[src/rtl/evt_timer_pkg.sv]
// Package: shared register offsets and control field positions for the
// countdown event timer. Assumes byte addressing on an 8-bit address.
package evt_timer_pkg;
    localparam int OFS_IE   = 'h00;
    localparam int OFS_STA  = 'h04;
    localparam int OFS_CTRL = 'h10;
    localparam int OFS_IVAL = 'h14;
    localparam int OFS_CUR  = 'h18;

    localparam int BIT_EN       = 0;
    localparam int BIT_AUTO     = 1;
    localparam int BIT_SRC      = 2;
    localparam int CODE_LSB     = 4;
endpackage

[src/rtl/evt_timer_prescale.sv]
// Module: picks one of two source strobes and divides it by 2**code.
// Assumes the strobes are single-cycle enables in the clk domain.
// The divide counter is held at zero while run is low, so each rising
// edge of run starts a fresh division.
module evt_timer_prescale #(
    parameter int PRE_W = 3
) (
    input  logic             clk,
    input  logic             rst_n,
    input  logic             run,
    input  logic             src_sel,
    input  logic             osc_tick,
    input  logic             aux_tick,
    input  logic [PRE_W-1:0] code,
    output logic             tick
);
    localparam int DIV_W = (1 << PRE_W) - 1;

    logic [DIV_W-1:0] div_cnt;
    logic [DIV_W-1:0] div_lim;
    logic             src_pulse;

    // Select source and compute the terminal count for the current code.
    always_comb begin
        src_pulse = src_sel ? osc_tick : aux_tick;
        div_lim   = (DIV_W'(1) << code) - DIV_W'(1);
        tick      = run && src_pulse && (div_cnt == div_lim);
    end

    // Divide counter: cleared while stopped, wraps at the terminal count.
    always_ff @(posedge clk) begin
        if (!rst_n || !run) begin
            div_cnt <= '0;
        end else if (src_pulse) begin
            div_cnt <= (div_cnt == div_lim) ? '0 : div_cnt + DIV_W'(1);
        end
    end

    AST_PRE_RESTART: assert property (@(posedge clk) disable iff (!rst_n)
        ($rose(run) && div_lim != '0) |-> !tick);
endmodule

[src/rtl/evt_timer_count.sv]
// Module: the down-counter with reload/stop on expiry.
// Assumes the tick input is already gated by the run enable.
// A software load of the count overrides a tick in the same cycle.
module evt_timer_count #(
    parameter int CNT_W = 32
) (
    input  logic             clk,
    input  logic             rst_n,
    input  logic             tick,
    input  logic             periodic,
    input  logic             load_cur,
    input  logic [CNT_W-1:0] load_val,
    input  logic [CNT_W-1:0] interval,
    output logic [CNT_W-1:0] cur,
    output logic             expire
);
    logic last_step;

    // Expiry is the tick that takes the count from one (or zero) to done.
    always_comb begin
        last_step = (cur <= CNT_W'(1));
        expire    = tick && !load_cur && last_step;
    end

    // Count register: software load, reload, stop at zero, or decrement.
    always_ff @(posedge clk) begin
        if (!rst_n) begin
            cur <= '0;
        end else if (load_cur) begin
            cur <= load_val;
        end else if (tick) begin
            if (last_step) begin
                cur <= periodic ? interval : '0;
            end else begin
                cur <= cur - CNT_W'(1);
            end
        end
    end

    AST_ONE_STEP: assert property (@(posedge clk) disable iff (!rst_n)
        (tick && !load_cur && cur > CNT_W'(1)) |=> (cur == $past(cur) - CNT_W'(1)));
    AST_RELOAD_VALUE: assert property (@(posedge clk) disable iff (!rst_n)
        (expire && periodic) |=> (cur == $past(interval)));
    AST_HOLD_IDLE: assert property (@(posedge clk) disable iff (!rst_n)
        (!tick && !load_cur) |=> $stable(cur));
    AST_LOAD_WINS: assert property (@(posedge clk) disable iff (!rst_n)
        load_cur |=> (cur == $past(load_val)));
endmodule

[src/rtl/evt_timer_top.sv]
// Module: register file, interrupt logic and wiring for the countdown
// event timer. Assumes a single-cycle write strobe and a combinational
// read path; byte addresses are compared in full.
module evt_timer_top
    import evt_timer_pkg::*;
#(
    parameter int CNT_W  = 32,
    parameter int PRE_W  = 3,
    parameter int ADDR_W = 8
) (
    input  logic        clk,
    input  logic        rst_n,
    input  logic        osc_tick,
    input  logic        aux_tick,
    input  logic        bus_we,
    input  logic [7:0]  bus_addr,
    input  logic [31:0] bus_wdata,
    output logic [31:0] bus_rdata,
    output logic        irq
);
    logic             ie_q;
    logic             pend_q;
    logic             en_q;
    logic             auto_q;
    logic             src_q;
    logic [PRE_W-1:0] code_q;
    logic [CNT_W-1:0] ival_q;
    logic [CNT_W-1:0] cur;
    logic             tick;
    logic             expire;
    logic             wr_ie, wr_sta, wr_ctrl, wr_ival, wr_cur;

    // Address decode of write strobes.
    always_comb begin
        wr_ie   = bus_we && (bus_addr == ADDR_W'(OFS_IE));
        wr_sta  = bus_we && (bus_addr == ADDR_W'(OFS_STA));
        wr_ctrl = bus_we && (bus_addr == ADDR_W'(OFS_CTRL));
        wr_ival = bus_we && (bus_addr == ADDR_W'(OFS_IVAL));
        wr_cur  = bus_we && (bus_addr == ADDR_W'(OFS_CUR));
    end

    // Control register: software write, or self-clear of enable in one-shot.
    always_ff @(posedge clk) begin
        if (!rst_n) begin
            en_q   <= 1'b0;
            auto_q <= 1'b0;
            src_q  <= 1'b0;
            code_q <= '0;
        end else if (wr_ctrl) begin
            en_q   <= bus_wdata[BIT_EN];
            auto_q <= bus_wdata[BIT_AUTO];
            src_q  <= bus_wdata[BIT_SRC];
            code_q <= bus_wdata[CODE_LSB +: PRE_W];
        end else if (expire && !auto_q) begin
            en_q   <= 1'b0;
        end
    end

    // Interval and interrupt enable registers.
    always_ff @(posedge clk) begin
        if (!rst_n) begin
            ival_q <= '0;
            ie_q   <= 1'b0;
        end else begin
            if (wr_ival) ival_q <= bus_wdata[CNT_W-1:0];
            if (wr_ie)   ie_q   <= bus_wdata[0];
        end
    end

    // Pending flag: write-one-to-clear, a coincident expiry wins.
    always_ff @(posedge clk) begin
        if (!rst_n) begin
            pend_q <= 1'b0;
        end else begin
            pend_q <= (pend_q && !(wr_sta && bus_wdata[0])) || expire;
        end
    end

    assign irq = pend_q && ie_q;

    // Read multiplexer.
    always_comb begin
        bus_rdata = '0;
        case (bus_addr)
            ADDR_W'(OFS_IE):   bus_rdata[0] = ie_q;
            ADDR_W'(OFS_STA):  bus_rdata[0] = pend_q;
            ADDR_W'(OFS_CTRL): begin
                bus_rdata[BIT_EN]               = en_q;
                bus_rdata[BIT_AUTO]             = auto_q;
                bus_rdata[BIT_SRC]              = src_q;
                bus_rdata[CODE_LSB +: PRE_W]    = code_q;
            end
            ADDR_W'(OFS_IVAL): bus_rdata = 32'(ival_q);
            ADDR_W'(OFS_CUR):  bus_rdata = 32'(cur);
            default:           bus_rdata = '0;
        endcase
    end

    evt_timer_prescale #(.PRE_W(PRE_W)) u_pre (
        .clk      (clk),
        .rst_n    (rst_n),
        .run      (en_q),
        .src_sel  (src_q),
        .osc_tick (osc_tick),
        .aux_tick (aux_tick),
        .code     (code_q),
        .tick     (tick)
    );

    evt_timer_count #(.CNT_W(CNT_W)) u_cnt (
        .clk      (clk),
        .rst_n    (rst_n),
        .tick     (tick),
        .periodic (auto_q),
        .load_cur (wr_cur),
        .load_val (bus_wdata[CNT_W-1:0]),
        .interval (ival_q),
        .cur      (cur),
        .expire   (expire)
    );

    AST_ONESHOT_OFF: assert property (@(posedge clk) disable iff (!rst_n)
        (expire && !auto_q && !wr_ctrl) |=> !en_q);
    AST_PEND_ON_EXPIRE: assert property (@(posedge clk) disable iff (!rst_n)
        expire |=> pend_q);
    AST_CLEAR_WORKS: assert property (@(posedge clk) disable iff (!rst_n)
        (wr_sta && bus_wdata[0] && !expire) |=> !pend_q);
    AST_STOP_KEEPS: assert property (@(posedge clk) disable iff (!rst_n)
        (!wr_ctrl && !expire) |=> ($stable(code_q) && $stable(src_q) && $stable(auto_q)));
endmodule

[config.mk]
export PLATFORM = sky130hd
export DESIGN_NAME = evt_timer_top
export DESIGN_NICKNAME = d
export VERILOG_FILES = /design/src/rtl/evt_timer_pkg.sv /design/src/rtl/evt_timer_prescale.sv /design/src/rtl/evt_timer_count.sv /design/src/rtl/evt_timer_top.sv
export SDC_FILE = /design/constraint.sdc
export NUM_CORES = 1
export LEC_CHECK = 0
export BUFFER_PORTS_ARGS = -buffer_cell sky130_fd_sc_hd__buf_2
export CAP_MARGIN = 25
export CORE_MARGIN = 3
export CORE_UTILIZATION = 51
export DETAILED_ROUTE_END_ITERATION = 10
export GPL_ROUTABILITY_DRIVEN = 0
export PLACE_DENSITY = 0.74
export SYNTH_ARGS = -nofsm -noshare
export SYNTH_HDL_FRONTEND = slang
export SYNTH_SLANG_ARGS = --single-unit
[constraint.sdc]
create_clock -name clk -period 2.9 [get_ports clk]
set_input_delay 0.145 -clock clk [delete_from_list [all_inputs] [get_ports clk]]
set_output_delay 0.145 -clock clk [all_outputs]
set_load 0.03 [all_outputs]
==> out/results.ini <==
[run_status]
status=finished, final reports clean

[grt]
grt_overflow=0
antenna_found_initial=0
gr-usage-all-layers_pct=27.0
grt_max_degree=40
grt_pass1_vias=5137
grt_pass1_wl_um=24900

[run]
cap_violations=0

[route]
vias=5294
drtAntennaViolNets=0
wl_um=14900
routed_via_density=6.16
wl_per_cell_um=17.3
first_pass_iters=5
drt_iter0_drc=452
drcViolationCount=0

[power_and_ir_drop]
irDropWorstVdd_v=0.000182
p_leak_nw=2.46
p_per_area_nw_per_um2=361
power_w=0.00209

[synthesis]
synth_edf_count=0
yosysWarningCount=0
synth_nets=715
synth-async-reset-ratio_pct=0
postSynthCellCount=666
synth-seq-cells=79
avgSynthCellArea_sq_um=7.58
syn_area_sq_um=5050
synthDistinctLibCells=58
synth-seq-area-share_pct=31.3
synthFlopType=dfxtp_1

[timing]
rsz0062_at_grt=no
final_hold_viol_count=0
min_period_ps=2620
max_freq_mhz=382
fin_worst_skew_ps=15.7
slew_headroom_pct=28.7
finalSetupViolations=0
setup_ws_ps=280
tightestPinTransition_ps=1070
slew_viol_final=0
fin_setup_tns_ps=0
finalCritPeriodShare_pct=90.3

[min_path]
hp-class=primary input to register
hold_start=bus_wdata[17]

[cells_and_area]
multiInputGateArea_sq_um=3150
final_cells=860
num-nets-final=775
num_antenna_cells=0
nFillCells=851
syn2layout_area_growth_pct=14.6
drive_gt1_share_pct=19.2
fin_area_sq_um=5780
final-seq-area_sq_um=1580

[critical_path]
arrival_ps=2850
critical_path_required_ps=3130
worst_setup_path_end_kind=register
critical_path_class=register to register
timing.rr.start=code_q[2]
setup.worst_path.start=code_q[2]
start_kind=register
worst-path-max-fanout=9

[die]
core_area_sq_um=9420
placementRows=35
die-area_sq_um=11100
fp.dieW_um=105
initial_utilization_pct=53.6
die_height_um=105
pin_count=78

[place]
place_area_sq_um=5530
place_ws_ps=263
port_buffers=77
dp_hpwl_um=10000
dp.cells=839

[clock_network]
clockBufferDepth=2
cts-root-buf=clkbuf_8
numCtsBuffers=9
insertion_delay_ps=360
cts_setup_buffers=0
clock-sinks=79
tritoncts=built
htree_levels=3
clkTransAtPathRegs_ps=90

==> metrics by stage <==
step	utilization (%)	hold slack, ps
after floorplan	-	254
after global placement	58.7	362
after detailed placement	58.7	362
after CTS	61.4	0.299
after global routing	61.4	9.73
final	61.4	7.09
==> routing by layer <==
layer / track usage [%] / routed length (um)
met3: 4.10 / 1080
met1: 35.8 / 6510
met5: 0 / 0
met4: 8.25 / 225
met2: 45.2 / 7100
==> critical path, stage by stage (launching register included) <==
cell and delay [ps]:
dfxtp_1 470, nor2_1 120, nand2_1 90, ha_2 250, or4bb_1 490, o211ai_1 100
a22oi_1 130, o21a_1 240, o211ai_1 480, nor2_1 120
==> repair_timing <==
item	CTS	global route
endpoints found under the setup margin	0	1
hold buffers	5	0
gates resized for setup	0	1
endpoints found under the hold margin	5	0
==> final timing paths <==
check / end / slack (ps) / cells after the start
hold reg to reg: ival_q[19] / 470 / 2
setup / recovery: u_pre.div_cnt[1] / 280 / 9
hold / removal: u_cnt.cur[17] / 7 / 3
setup reg to reg: u_pre.div_cnt[1] / 280 / 9
==> layout by cell type, fill, tap and decap left out, drive strengths merged, types with 11 or more instances in the layout <==
cell and n:
o211ai 66, xnor2 12, and3 15, a31oi 14, a21oi 57, buf 102, nor2 42, xor2 11
a22o 26, dfxtp 79, inv 17, nand2 132, nand3 28
==> state kept, by name (all words and copies together), names as in the netlist <==
register       flops
u_cnt.cur         32
u_pre.div_cnt      7
ie_q               1
ival_q            32
src_q              1
auto_q             1
code_q             3
en_q               1
pend_q             1
==> cell usage after synthesis, drive strengths merged, types with 3 or more instances <==
| library cell | number | area, sq um |
|---|---|---|
| and2 | 5 | 31.3 |
| inv | 14 | 52.6 |
| nand2 | 132 | 498 |
| and4 | 4 | 35.0 |
| clkbuf | 35 | 131 |
| nor3b | 3 | 27.5 |
| nor2 | 42 | 165 |
| or4 | 9 | 71.3 |
| a31oi | 14 | 87.6 |
| o21ai | 7 | 38.8 |
| nor4b | 3 | 32.5 |
| xnor2 | 12 | 105 |
| o21a | 4 | 30.0 |
| mux2i | 5 | 50.1 |
| dfxtp | 79 | 1580 |
| o31ai | 8 | 60.1 |
| o211ai | 66 | 495 |
| nand2b | 4 | 25.0 |
| nand3 | 28 | 140 |
| o41ai | 4 | 35.0 |
| nor4 | 6 | 95.1 |
| a22oi | 4 | 30.0 |
| o22ai | 5 | 31.3 |
| nor3 | 7 | 57.6 |
| or3 | 7 | 43.8 |
| and3 | 15 | 93.8 |
| xor2 | 11 | 96.3 |
| a22o | 26 | 228 |
| ha | 4 | 50.1 |
| nand4 | 8 | 71.3 |
| a21oi | 57 | 285 |
| buf | 23 | 138 |
==> report_power, final <==
group	switching, W	leakage, nW	internal (W)
combinational	0.0000841	1.72	0.0000542
sequential	0.00000182	0.636	0.00108
clock	0.000457	0.101	0.000407
==> cell type report <==
cell class,instances,area share (%)
clock buffer,9,2.14
timing repair buffer,107,11.0
multi-input combinational,515,54.5
inverter,14,0.909
tap,129,2.79
sequential,79,27.3
clock inverter,7,1.34
==> logic make-up (layout without fill, tap and decap cells) <==
logic type | Yosys count | count (layout) | synth area share, %
simple gates | 280 | 280 | 28.5
compound gates | 203 | 203 | 27.8
flops | 79 | 79 | 31.3
buf+inv | 72 | 137 | 6.37
xor+xnor | 23 | 23 | 3.99
mux | 5 | 5 | 0.992
fa+ha+maj | 4 | 4 | 0.992
(Power assumes the default switching activity.)
